File: config.mk
export PLATFORM = sky130hd
export DESIGN_NAME = shadow_rtc
export DESIGN_NICKNAME = d
export VERILOG_FILES = /design/src/rtl/rtc_pkg.sv /design/src/rtl/rtc_timebase.sv /design/src/rtl/rtc_xfer.sv /design/src/rtl/rtc_irq.sv /design/src/rtl/shadow_rtc.sv
export SDC_FILE = /design/constraint.sdc
export NUM_CORES = 1
export LEC_CHECK = 0
export BUFFER_PORTS_ARGS = -buffer_cell sky130_fd_sc_hd__buf_4
export CAP_MARGIN = 30
export CORE_MARGIN = 1
export CORE_UTILIZATION = 60
export DETAILED_ROUTE_END_ITERATION = 10
export MAX_ROUTING_LAYER = met4
export PLACE_DENSITY = 0.79
export SETUP_SLACK_MARGIN = 0.15
export SLEW_MARGIN = 15
export SYNTH_ARGS = -nofsm -noshare
export SYNTH_HDL_FRONTEND = slang
export SYNTH_SLANG_ARGS = --single-unit
File: constraint.sdc
create_clock -name clk -period 4 [get_ports clk]
set_input_delay 0.6 -clock clk [delete_from_list [all_inputs] [get_ports clk]]
set_output_delay 0.6 -clock clk [all_outputs]
set_load 0.005 [all_outputs]
File: src/rtl/rtc_pkg.sv
// Package: register offsets and interrupt bit positions shared by the
// clock peripheral. Assumes byte addressing with 32-bit registers.
package rtc_pkg;
    localparam int unsigned REG_W   = 32;
    localparam int unsigned NUM_IRQ = 5;

    localparam logic [7:0] OFF_BUSY   = 8'h04;
    localparam logic [7:0] OFF_SEC    = 8'h08;
    localparam logic [7:0] OFF_SHADOW = 8'h0C;
    localparam logic [7:0] OFF_MS     = 8'h10;
    localparam logic [7:0] OFF_ALM_A  = 8'h14;
    localparam logic [7:0] OFF_ALM_B  = 8'h18;
    localparam logic [7:0] OFF_MALM   = 8'h1C;
    localparam logic [7:0] OFF_MASK   = 8'h28;
    localparam logic [7:0] OFF_STAT   = 8'h2C;

    typedef enum int unsigned {
        IRQ_SEC_A  = 0,
        IRQ_SEC_B  = 1,
        IRQ_MS     = 2,
        IRQ_SEC_CD = 3,
        IRQ_MS_CD  = 4
    } irq_bit_e;
endpackage

File: src/rtl/rtc_timebase.sv
// Module: live seconds/milliseconds counters.
// A fractional accumulator adds MS_PER_S per slow pulse and steps the
// milliseconds counter whenever it passes TICK_HZ.
// Assumes MS_PER_S < TICK_HZ, so there is at most one millisecond step per pulse.
// A load has priority over a pulse in the same cycle.
module rtc_timebase #(
    parameter int unsigned TICK_HZ  = 32768,
    parameter int unsigned MS_PER_S = 1000,
    parameter int unsigned SEC_W    = 32,
    parameter int unsigned MS_W     = $clog2(MS_PER_S)
) (
    input  logic             clk,
    input  logic             rst_n,
    input  logic             tick,
    input  logic             load,
    input  logic [SEC_W-1:0] load_val,
    output logic [SEC_W-1:0] sec_cnt,
    output logic [MS_W-1:0]  ms_cnt,
    output logic             ms_step,
    output logic             sec_step,
    output logic [SEC_W-1:0] sec_nxt,
    output logic [MS_W-1:0]  ms_nxt
);
    localparam int unsigned ACC_W = $clog2(TICK_HZ) + 1;
    localparam logic [MS_W-1:0] MS_LAST = MS_W'(MS_PER_S - 1);

    logic [ACC_W-1:0] acc;
    logic [ACC_W-1:0] acc_sum;
    logic [ACC_W-1:0] acc_nxt;
    logic             carry;

    // Purpose: next accumulator value and the step strobes.
    always_comb begin
        acc_sum  = acc + ACC_W'(MS_PER_S);
        carry    = (acc_sum >= ACC_W'(TICK_HZ));
        acc_nxt  = carry ? (acc_sum - ACC_W'(TICK_HZ)) : acc_sum;
        ms_step  = tick && carry && !load;
        sec_step = ms_step && (ms_cnt == MS_LAST);
        ms_nxt   = (ms_cnt == MS_LAST) ? '0 : ms_cnt + MS_W'(1);
        sec_nxt  = sec_cnt + SEC_W'(1);
    end

    // Purpose: counter registers with load priority.
    always_ff @(posedge clk) begin
        if (!rst_n) begin
            acc     <= '0;
            ms_cnt  <= '0;
            sec_cnt <= '0;
        end else if (load) begin
            acc     <= '0;
            ms_cnt  <= '0;
            sec_cnt <= load_val;
        end else if (tick) begin
            acc <= acc_nxt;
            if (ms_step)  ms_cnt  <= ms_nxt;
            if (sec_step) sec_cnt <= sec_nxt;
        end
    end

    p_ms_range_r2: assert property (@(posedge clk) disable iff (!rst_n)
        ms_cnt < MS_W'(MS_PER_S));
    p_sec_carry_r2: assert property (@(posedge clk) disable iff (!rst_n)
        sec_step |=> (sec_cnt == $past(sec_cnt) + SEC_W'(1)) && (ms_cnt == '0));
    p_idle_hold_r2: assert property (@(posedge clk) disable iff (!rst_n)
        (!tick && !load) |=> $stable(sec_cnt) && $stable(ms_cnt));
    p_load_r7: assert property (@(posedge clk) disable iff (!rst_n)
        load |=> (sec_cnt == $past(load_val)) && (ms_cnt == '0));
endmodule

File: src/rtl/rtc_xfer.sv
// Module: bus-visible copy of the counters, the busy phase and the shadow.
// Counts slow pulses in a PHASE_W-bit phase. Busy is high in the last phase.
// The pulse that ends that phase copies the post-update counter values.
// Assumes load never coincides with busy (the top gates writes).
module rtc_xfer #(
    parameter int unsigned PHASE_W = 3,
    parameter int unsigned SEC_W   = 32,
    parameter int unsigned MS_W    = 10
) (
    input  logic             clk,
    input  logic             rst_n,
    input  logic             tick,
    input  logic             load,
    input  logic [SEC_W-1:0] load_val,
    input  logic [SEC_W-1:0] sec_in,
    input  logic [MS_W-1:0]  ms_in,
    input  logic             ms_rd,
    output logic             busy,
    output logic [SEC_W-1:0] sec_view,
    output logic [MS_W-1:0]  ms_view,
    output logic [SEC_W-1:0] shadow
);
    localparam logic [PHASE_W-1:0] PH_LAST = '1;

    logic [PHASE_W-1:0] phase;
    logic               copy;

    assign busy = (phase == PH_LAST);
    assign copy = tick && busy;

    // Purpose: slow-pulse phase counter.
    always_ff @(posedge clk) begin
        if (!rst_n)    phase <= '0;
        else if (tick) phase <= phase + PHASE_W'(1);
    end

    // Purpose: view registers, reloaded by a seconds load or a copy.
    always_ff @(posedge clk) begin
        if (!rst_n) begin
            sec_view <= '0;
            ms_view  <= '0;
        end else if (load) begin
            sec_view <= load_val;
            ms_view  <= '0;
        end else if (copy) begin
            sec_view <= sec_in;
            ms_view  <= ms_in;
        end
    end

    // Purpose: shadow seconds captured by a milliseconds read.
    always_ff @(posedge clk) begin
        if (!rst_n)     shadow <= '0;
        else if (ms_rd) shadow <= sec_view;
    end

    p_view_hold_r3: assert property (@(posedge clk) disable iff (!rst_n)
        (!copy && !load) |=> $stable(sec_view) && $stable(ms_view));
    p_shadow_r5: assert property (@(posedge clk) disable iff (!rst_n)
        ms_rd |=> (shadow == $past(sec_view)));
    p_busy_end_r4: assert property (@(posedge clk) disable iff (!rst_n)
        (busy && tick) |=> !busy);
    p_busy_hold_r4: assert property (@(posedge clk) disable iff (!rst_n)
        !tick |=> (busy == $past(busy)));
endmodule

File: src/rtl/rtc_irq.sv
// Module: sticky status bits with write-one-to-clear, and the masked level interrupt.
// A set has priority over a clear of the same bit in the same cycle.
module rtc_irq #(
    parameter int unsigned N = 5
) (
    input  logic         clk,
    input  logic         rst_n,
    input  logic [N-1:0] set_vec,
    input  logic         clr_we,
    input  logic [N-1:0] clr_vec,
    input  logic [N-1:0] mask,
    output logic [N-1:0] status,
    output logic         irq
);
    logic [N-1:0] clr_eff;

    assign clr_eff = clr_we ? clr_vec : '0;
    assign irq     = |(status & mask);

    // Purpose: status update, with set winning over clear.
    always_ff @(posedge clk) begin
        if (!rst_n) status <= '0;
        else        status <= (status & ~clr_eff) | set_vec;
    end

    p_w1c_r10: assert property (@(posedge clk) disable iff (!rst_n)
        clr_we |=> ((status & $past(clr_vec & ~set_vec)) == '0));
    p_set_wins_r10: assert property (@(posedge clk) disable iff (!rst_n)
        (|set_vec) |=> ((status & $past(set_vec)) == $past(set_vec)));
    p_irq_hold_r11: assert property (@(posedge clk) disable iff (!rst_n)
        (irq && !clr_we) |=> (irq || (mask != $past(mask))));
endmodule

File: src/rtl/shadow_rtc.sv
// Module: top of the memory-mapped clock.
// Decodes the register bus and gates every write while busy.
// Holds the alarm and mask registers, drives the comparators and muxes read data.
// Assumes tick_i is a one-cycle strobe already in the clk domain.
module shadow_rtc #(
    parameter int unsigned ADDR_W   = 8,
    parameter int unsigned TICK_HZ  = 32768,
    parameter int unsigned MS_PER_S = 1000,
    parameter int unsigned PHASE_W  = 3
) (
    input  logic        clk,
    input  logic        rst_n,
    input  logic        tick_i,
    input  logic [ADDR_W-1:0] bus_addr,
    input  logic        bus_wr,
    input  logic        bus_rd,
    input  logic [31:0] bus_wdata,
    output logic [31:0] bus_rdata,
    output logic        irq_o
);
    import rtc_pkg::*;

    localparam int unsigned SEC_W = REG_W;
    localparam int unsigned MS_W  = $clog2(MS_PER_S);

    logic             busy, wr_ok;
    logic             we_sec, we_alm_a, we_alm_b, we_malm, we_mask, we_stat, rd_ms;
    logic [SEC_W-1:0] sec_cnt, sec_nxt, sec_upd, sec_view, shadow;
    logic [MS_W-1:0]  ms_cnt, ms_nxt, ms_upd, ms_view;
    logic             ms_step, sec_step;
    logic [SEC_W-1:0] alm_a, alm_b;
    logic [MS_W-1:0]  malm;
    logic [NUM_IRQ-1:0] mask, status, set_vec;
    logic [31:0]      rd_mux;
    logic             mapped;

    // Purpose: write gating and per-register strobes.
    always_comb begin
        wr_ok    = bus_wr && !busy;
        we_sec   = wr_ok && (bus_addr == ADDR_W'(OFF_SEC));
        we_alm_a = wr_ok && (bus_addr == ADDR_W'(OFF_ALM_A));
        we_alm_b = wr_ok && (bus_addr == ADDR_W'(OFF_ALM_B));
        we_malm  = wr_ok && (bus_addr == ADDR_W'(OFF_MALM));
        we_mask  = wr_ok && (bus_addr == ADDR_W'(OFF_MASK));
        we_stat  = wr_ok && (bus_addr == ADDR_W'(OFF_STAT));
        rd_ms    = bus_rd && (bus_addr == ADDR_W'(OFF_MS));
    end

    rtc_timebase #(
        .TICK_HZ (TICK_HZ),
        .MS_PER_S(MS_PER_S),
        .SEC_W   (SEC_W),
        .MS_W    (MS_W)
    ) u_timebase (
        .clk     (clk),
        .rst_n   (rst_n),
        .tick    (tick_i),
        .load    (we_sec),
        .load_val(bus_wdata),
        .sec_cnt (sec_cnt),
        .ms_cnt  (ms_cnt),
        .ms_step (ms_step),
        .sec_step(sec_step),
        .sec_nxt (sec_nxt),
        .ms_nxt  (ms_nxt)
    );

    // Purpose: counter values as they will be after this edge.
    always_comb begin
        sec_upd = sec_step ? sec_nxt : sec_cnt;
        ms_upd  = ms_step  ? ms_nxt  : ms_cnt;
    end

    rtc_xfer #(
        .PHASE_W(PHASE_W),
        .SEC_W  (SEC_W),
        .MS_W   (MS_W)
    ) u_xfer (
        .clk     (clk),
        .rst_n   (rst_n),
        .tick    (tick_i),
        .load    (we_sec),
        .load_val(bus_wdata),
        .sec_in  (sec_upd),
        .ms_in   (ms_upd),
        .ms_rd   (rd_ms),
        .busy    (busy),
        .sec_view(sec_view),
        .ms_view (ms_view),
        .shadow  (shadow)
    );

    // Purpose: alarm and mask registers.
    always_ff @(posedge clk) begin
        if (!rst_n) begin
            alm_a <= '0;
            alm_b <= '0;
            malm  <= '0;
            mask  <= '0;
        end else begin
            if (we_alm_a) alm_a <= bus_wdata;
            if (we_alm_b) alm_b <= bus_wdata;
            if (we_malm)  malm  <= bus_wdata[MS_W-1:0];
            if (we_mask)  mask  <= bus_wdata[NUM_IRQ-1:0];
        end
    end

    // Purpose: comparator events on counter steps; countdown sources stay idle.
    always_comb begin
        set_vec            = '0;
        set_vec[IRQ_SEC_A] = sec_step && (alm_a != '0) && (sec_nxt == alm_a);
        set_vec[IRQ_SEC_B] = sec_step && (alm_b != '0) && (sec_nxt == alm_b);
        set_vec[IRQ_MS]    = ms_step && (ms_nxt == malm);
    end

    rtc_irq #(
        .N(NUM_IRQ)
    ) u_irq (
        .clk    (clk),
        .rst_n  (rst_n),
        .set_vec(set_vec),
        .clr_we (we_stat),
        .clr_vec(bus_wdata[NUM_IRQ-1:0]),
        .mask   (mask),
        .status (status),
        .irq    (irq_o)
    );

    // Purpose: read data selection.
    always_comb begin
        rd_mux = '0;
        mapped = 1'b1;
        case (bus_addr)
            ADDR_W'(OFF_BUSY):   rd_mux = {31'b0, busy};
            ADDR_W'(OFF_SEC):    rd_mux = sec_view;
            ADDR_W'(OFF_SHADOW): rd_mux = shadow;
            ADDR_W'(OFF_MS):     rd_mux = 32'(ms_view);
            ADDR_W'(OFF_ALM_A):  rd_mux = alm_a;
            ADDR_W'(OFF_ALM_B):  rd_mux = alm_b;
            ADDR_W'(OFF_MALM):   rd_mux = 32'(malm);
            ADDR_W'(OFF_MASK):   rd_mux = 32'(mask);
            ADDR_W'(OFF_STAT):   rd_mux = 32'(status);
            default:             mapped = 1'b0;
        endcase
    end

    // Purpose: registered read data, held between reads.
    always_ff @(posedge clk) begin
        if (!rst_n)      bus_rdata <= '0;
        else if (bus_rd) bus_rdata <= rd_mux;
    end

    p_busy_drop_r6: assert property (@(posedge clk) disable iff (!rst_n)
        (bus_wr && busy) |=> $stable(mask) && $stable(alm_a) && $stable(alm_b)
                             && $stable(malm) && $stable(sec_view));
    p_unmapped_r12: assert property (@(posedge clk) disable iff (!rst_n)
        (bus_rd && !mapped) |=> (bus_rdata == '0));
    p_rdata_hold_r12: assert property (@(posedge clk) disable iff (!rst_n)
        !bus_rd |=> $stable(bus_rdata));
    p_cd_idle_r10: assert property (@(posedge clk) disable iff (!rst_n)
        status[IRQ_MS_CD:IRQ_SEC_CD] == 2'b00);
endmodule

==> flow_summary_export.csv <==
group,metric,value,unit
grt,grt_pass1_vias,12620,
drt,route.detailed.drc,0,
timing,worst_clock_skew,0.01159,ns
clock_network,clock_latency,0.55,ns
floorplan,design.portCount,78,
timing,final.hold.worst_slack,0.2911,ns
synth,ys_dominant_reg_cell,"sky130_fd_sc_hd__dfxtp_1",
cells_and_area,fin_cells,1967,
power_and_ir_drop,combinationalPowerShare,5.0,%
power_and_ir_drop,report.power.total,5269,uW
synth,post_synth_instance_area,12700,um^2
floorplan,std_cell_rows,52,
clock_network,clk_root_buffer_cell,"sky130_fd_sc_hd__clkbuf_16",
power_and_ir_drop,net-switching-power,1259,uW
synth,mean_cell_area_of_the_mapped_netlist,7.634,um^2
drt,wl_met3,4.421,mm
power_and_ir_drop,pwr_density_cell,367.4,nW/um^2
cells_and_area,final_common_cell,"sky130_fd_sc_hd__nand2_1",
timing,timing_worst_slew_pin_value,0.9126,ns
drt,drt-wirelength-per-cell,23.41,um
synth,synth-seq-area-share,39.09,%
synth,synthesis.yosys.warnings,0,
synth,mappedNetlistNets,1714,
clock_network,postCtsSetupBuffers,0,
worst_setup_path,critPathArrivalTime,3.94,ns
clock_network,tritoncts_clock_tree,"yes",
clock_network,numCtsBuffers,27,
worst_setup_path,timing.critical_path.fanout_max,12,
floorplan,die_height,147.5,um
timing,hold_viol_final,0,
cells_and_area,final_layout_size_suffix_gt1_share,10.72,%
cells_and_area,antenna-diode-count,0,
status,outcome,"finished clean",
synth,synthesis.instances,1664,
min_path,hp-start,"bus_wdata[4]",
power_and_ir_drop,clockPowerShare,47.0,%
drt,top_sig_layer,"met4",
timing,time_the_worst_path_needs_with_i_o_delays_and_setup,3.467,ns
synth,asyncSetResetFlopFracSynth,0,%
worst_setup_path,worst_r2r_startpoint,"u_timebase.sec_cnt[5]$_SDFFE_PN0P_",
place,place.detailed.hpwl,32.04,mm
grt,remaining_global_route_overflow,0,
clock_network,clk_pin_slew,0.07,ns
place,gp_congestion,1.053,
floorplan,coreArea,20490,um^2
drt,detailedRoute.firstPassIterationCount,6,
worst_setup_path,critical_path.startpoint_type,"flip-flop",
power_and_ir_drop,p_sw_share,23.90,%
drt,met2_wire_length,21.41,mm
min_path,worst_hold_path_type,"in2reg",
floorplan,start_util,61.98,%
timing,max-slew-margin-rel,39.16,%
drt,drt-met1-wl,17.96,mm
synth,synth_enable_flop_cells,0,
worst_setup_path,critPathKind,"reg2reg",
clock_network,cts-hold-fix-buffers,0,
min_path,cell_depth_of_the_worst_hold_path,2,
clock_network,postCtsResizedCells,0,
timing,unrepaired_setup_endpoints_after_global_routing,"no",
place,dp_cells,1917,
grt,antenna_violations_before_repair,0,
flow_run,max_cap_viol_count,0,
clock_network,htreeDepth,1,
cells_and_area,fillCellCount,1628,
grt,globalRouteTotalUtil,43.23,%
grt,grt_max_degree,72,
timing,final.period_utilization,86.68,%
power_and_ir_drop,power.static_leakage,0.004800,uW
worst_setup_path,critical_path_required,4.48,ns
power_and_ir_drop,power.internal,4010,uW
drt,vias,13120,
place,placement.io_buffers,77,
clock_network,cts-root-to-sink-buffers,3,
synth,ys_seq_elements,248,
min_path,min_delay_worst_endpoint,"u_irq.status[4]$_SDFF_PN0_",
floorplan,die_wd,147.5,um
worst_setup_path,rr_endpoint,"u_irq.status[1]$_SDFF_PN0_",
worst_setup_path,worstRegToRegCells,7,
cells_and_area,layout.cells.most_common_list,"sky130_fd_sc_hd__nand2_1, sky130_fd_sc_hd__dfxtp_1, sky130_fd_sc_hd__a21oi_1",
drt,route.antenna.remaining_nets,0,
drt,totalWireLength,46.05,mm
timing,fin_setup_tns,0,ns
power_and_ir_drop,seqPwrFrac,48.0,%
timing,setup_viol,0,
grt,global_route_wire_length_before_repair,70.70,mm
worst_setup_path,worst_reg2reg_setup_slack,0.53,ns
worst_setup_path,timing.critical_path.to_type,"flip-flop",
timing,slew_viol_final,0,
drt,drt-initial-drc-count,1398,
clock_network,clkSinkCount,248,
cells_and_area,area.growth.synth_to_final,12.90,%
drt,route.detailed.vias_per_inst,6.670,
synth,netlist-cell-type-count,64,
cells_and_area,num-nets-final,1726,
floorplan,die-area,21760,um^2
timing,fmaxAchievable,0.2884,GHz
power_and_ir_drop,ir_drop_worst_vdd,346.3,uV
## flip-flops by register name, indices dropped and copies added, names as in the netlist
name                count
mask                    5
u_xfer.ms_view         10
u_irq.status            5
u_timebase.ms_cnt      10
u_timebase.sec_cnt     32
u_xfer.phase            3
malm                   10
bus_rdata              32
u_xfer.sec_view        32
alm_b                  32
alm_a                  32
u_timebase.acc         13
u_xfer.shadow          32
## metrics by stage
step / util (%) / cell area [um^2] / setup slack (ns)
after global placement: 65.54 / 13430 / 0.7131
after global routing: 69.98 / 14340 / 0.3015
after CTS: 69.98 / 14340 / 0.5780
after detailed placement: 65.64 / 13450 / 0.5779
final: 69.98 / 14340 / 0.5330
after floorplan: - / 12700 / 0.9642
## cell usage after synthesis (all sizes together) (31+ instances only)
master	number	area [um^2]
xnor2	86	753.2
a31oi	35	219.0
nand2	316	1186
xor2	48	420.4
clkbuf	112	420.4
nand3	56	280.3
nor4	41	271.5
a222oi	32	320.3
a211oi	56	425.4
o21ai	60	300.3
dfxtp	248	4965
a21oi	173	865.8
nor2	157	589.3
nor3	31	155.2
## worst max path at each step
stage | from | end | slack, ns | cells after the start
floorplan | u_timebase.sec_cnt[0]$_SDFFE_PN0P_ | u_irq.status[1]$_SDFF_PN0_ | 0.96 | 9
global placement | u_timebase.sec_cnt[8]$_SDFFE_PN0P_ | u_irq.status[1]$_SDFF_PN0_ | 0.71 | 7
CTS | u_timebase.sec_cnt[8]$_SDFFE_PN0P_ | u_irq.status[1]$_SDFF_PN0_ | 0.58 | 7
detailed placement | u_timebase.sec_cnt[8]$_SDFFE_PN0P_ | u_irq.status[1]$_SDFF_PN0_ | 0.58 | 7
finish | u_timebase.sec_cnt[5]$_SDFFE_PN0P_ | u_irq.status[1]$_SDFF_PN0_ | 0.53 | 7
global route | u_timebase.sec_cnt[5]$_SDFFE_PN0P_ | u_irq.status[1]$_SDFF_PN0_ | 0.30 | 7
## power groups by stage
stage               Combinational, uW  Clock, uW  Sequential, uW
floorplan                         132          0            2580
global placement                  248          0            2580
detailed placement                254          0            2580
CTS                               257       2480            2530
global route                      279       2590            2530
finish                            261       2480            2530
## worst max-delay path: stages (launching register included)
cell and delay [ns]:
sky130_fd_sc_hd__dfxtp_1 0.52, sky130_fd_sc_hd__nand4_1 0.38, sky130_fd_sc_hd__nor4_1 0.73, sky130_fd_sc_hd__nand4_1 0.41, sky130_fd_sc_hd__xnor2_1 0.22, sky130_fd_sc_hd__or4_1 0.52, sky130_fd_sc_hd__or4_1 0.44, sky130_fd_sc_hd__o31ai_2 0.17
## kinds of logic after synthesis
family	synth area share (%)
mux	0.9457
xor+xnor	9.240
flops	39.09
fa+ha+maj	0.4925
compound gates	20.26
buf+inv	4.482
simple gates	25.49
## metal layers
metal | vias to the layer above | GRT usage (%)
li1 | 5939 | -
met1 | 6215 | 52.98
met2 | 785 | 69.72
met3 | 181 | 6.821
met4 | 0 | 20.36
met5 | - | -
## layout make-up
type	instances	area [um^2]	share of cell area, %
multi-input combinational	1271	7191	50.14
sequential	248	4965	34.62
timing repair buffer	117	915.9	6.386
clock buffer	33	748.2	5.217
tap	270	337.8	2.356
clock inverter	17	140.1	0.9771
inverter	11	43.79	0.3054
No activity file was read; power rests on OpenSTA's default activity.
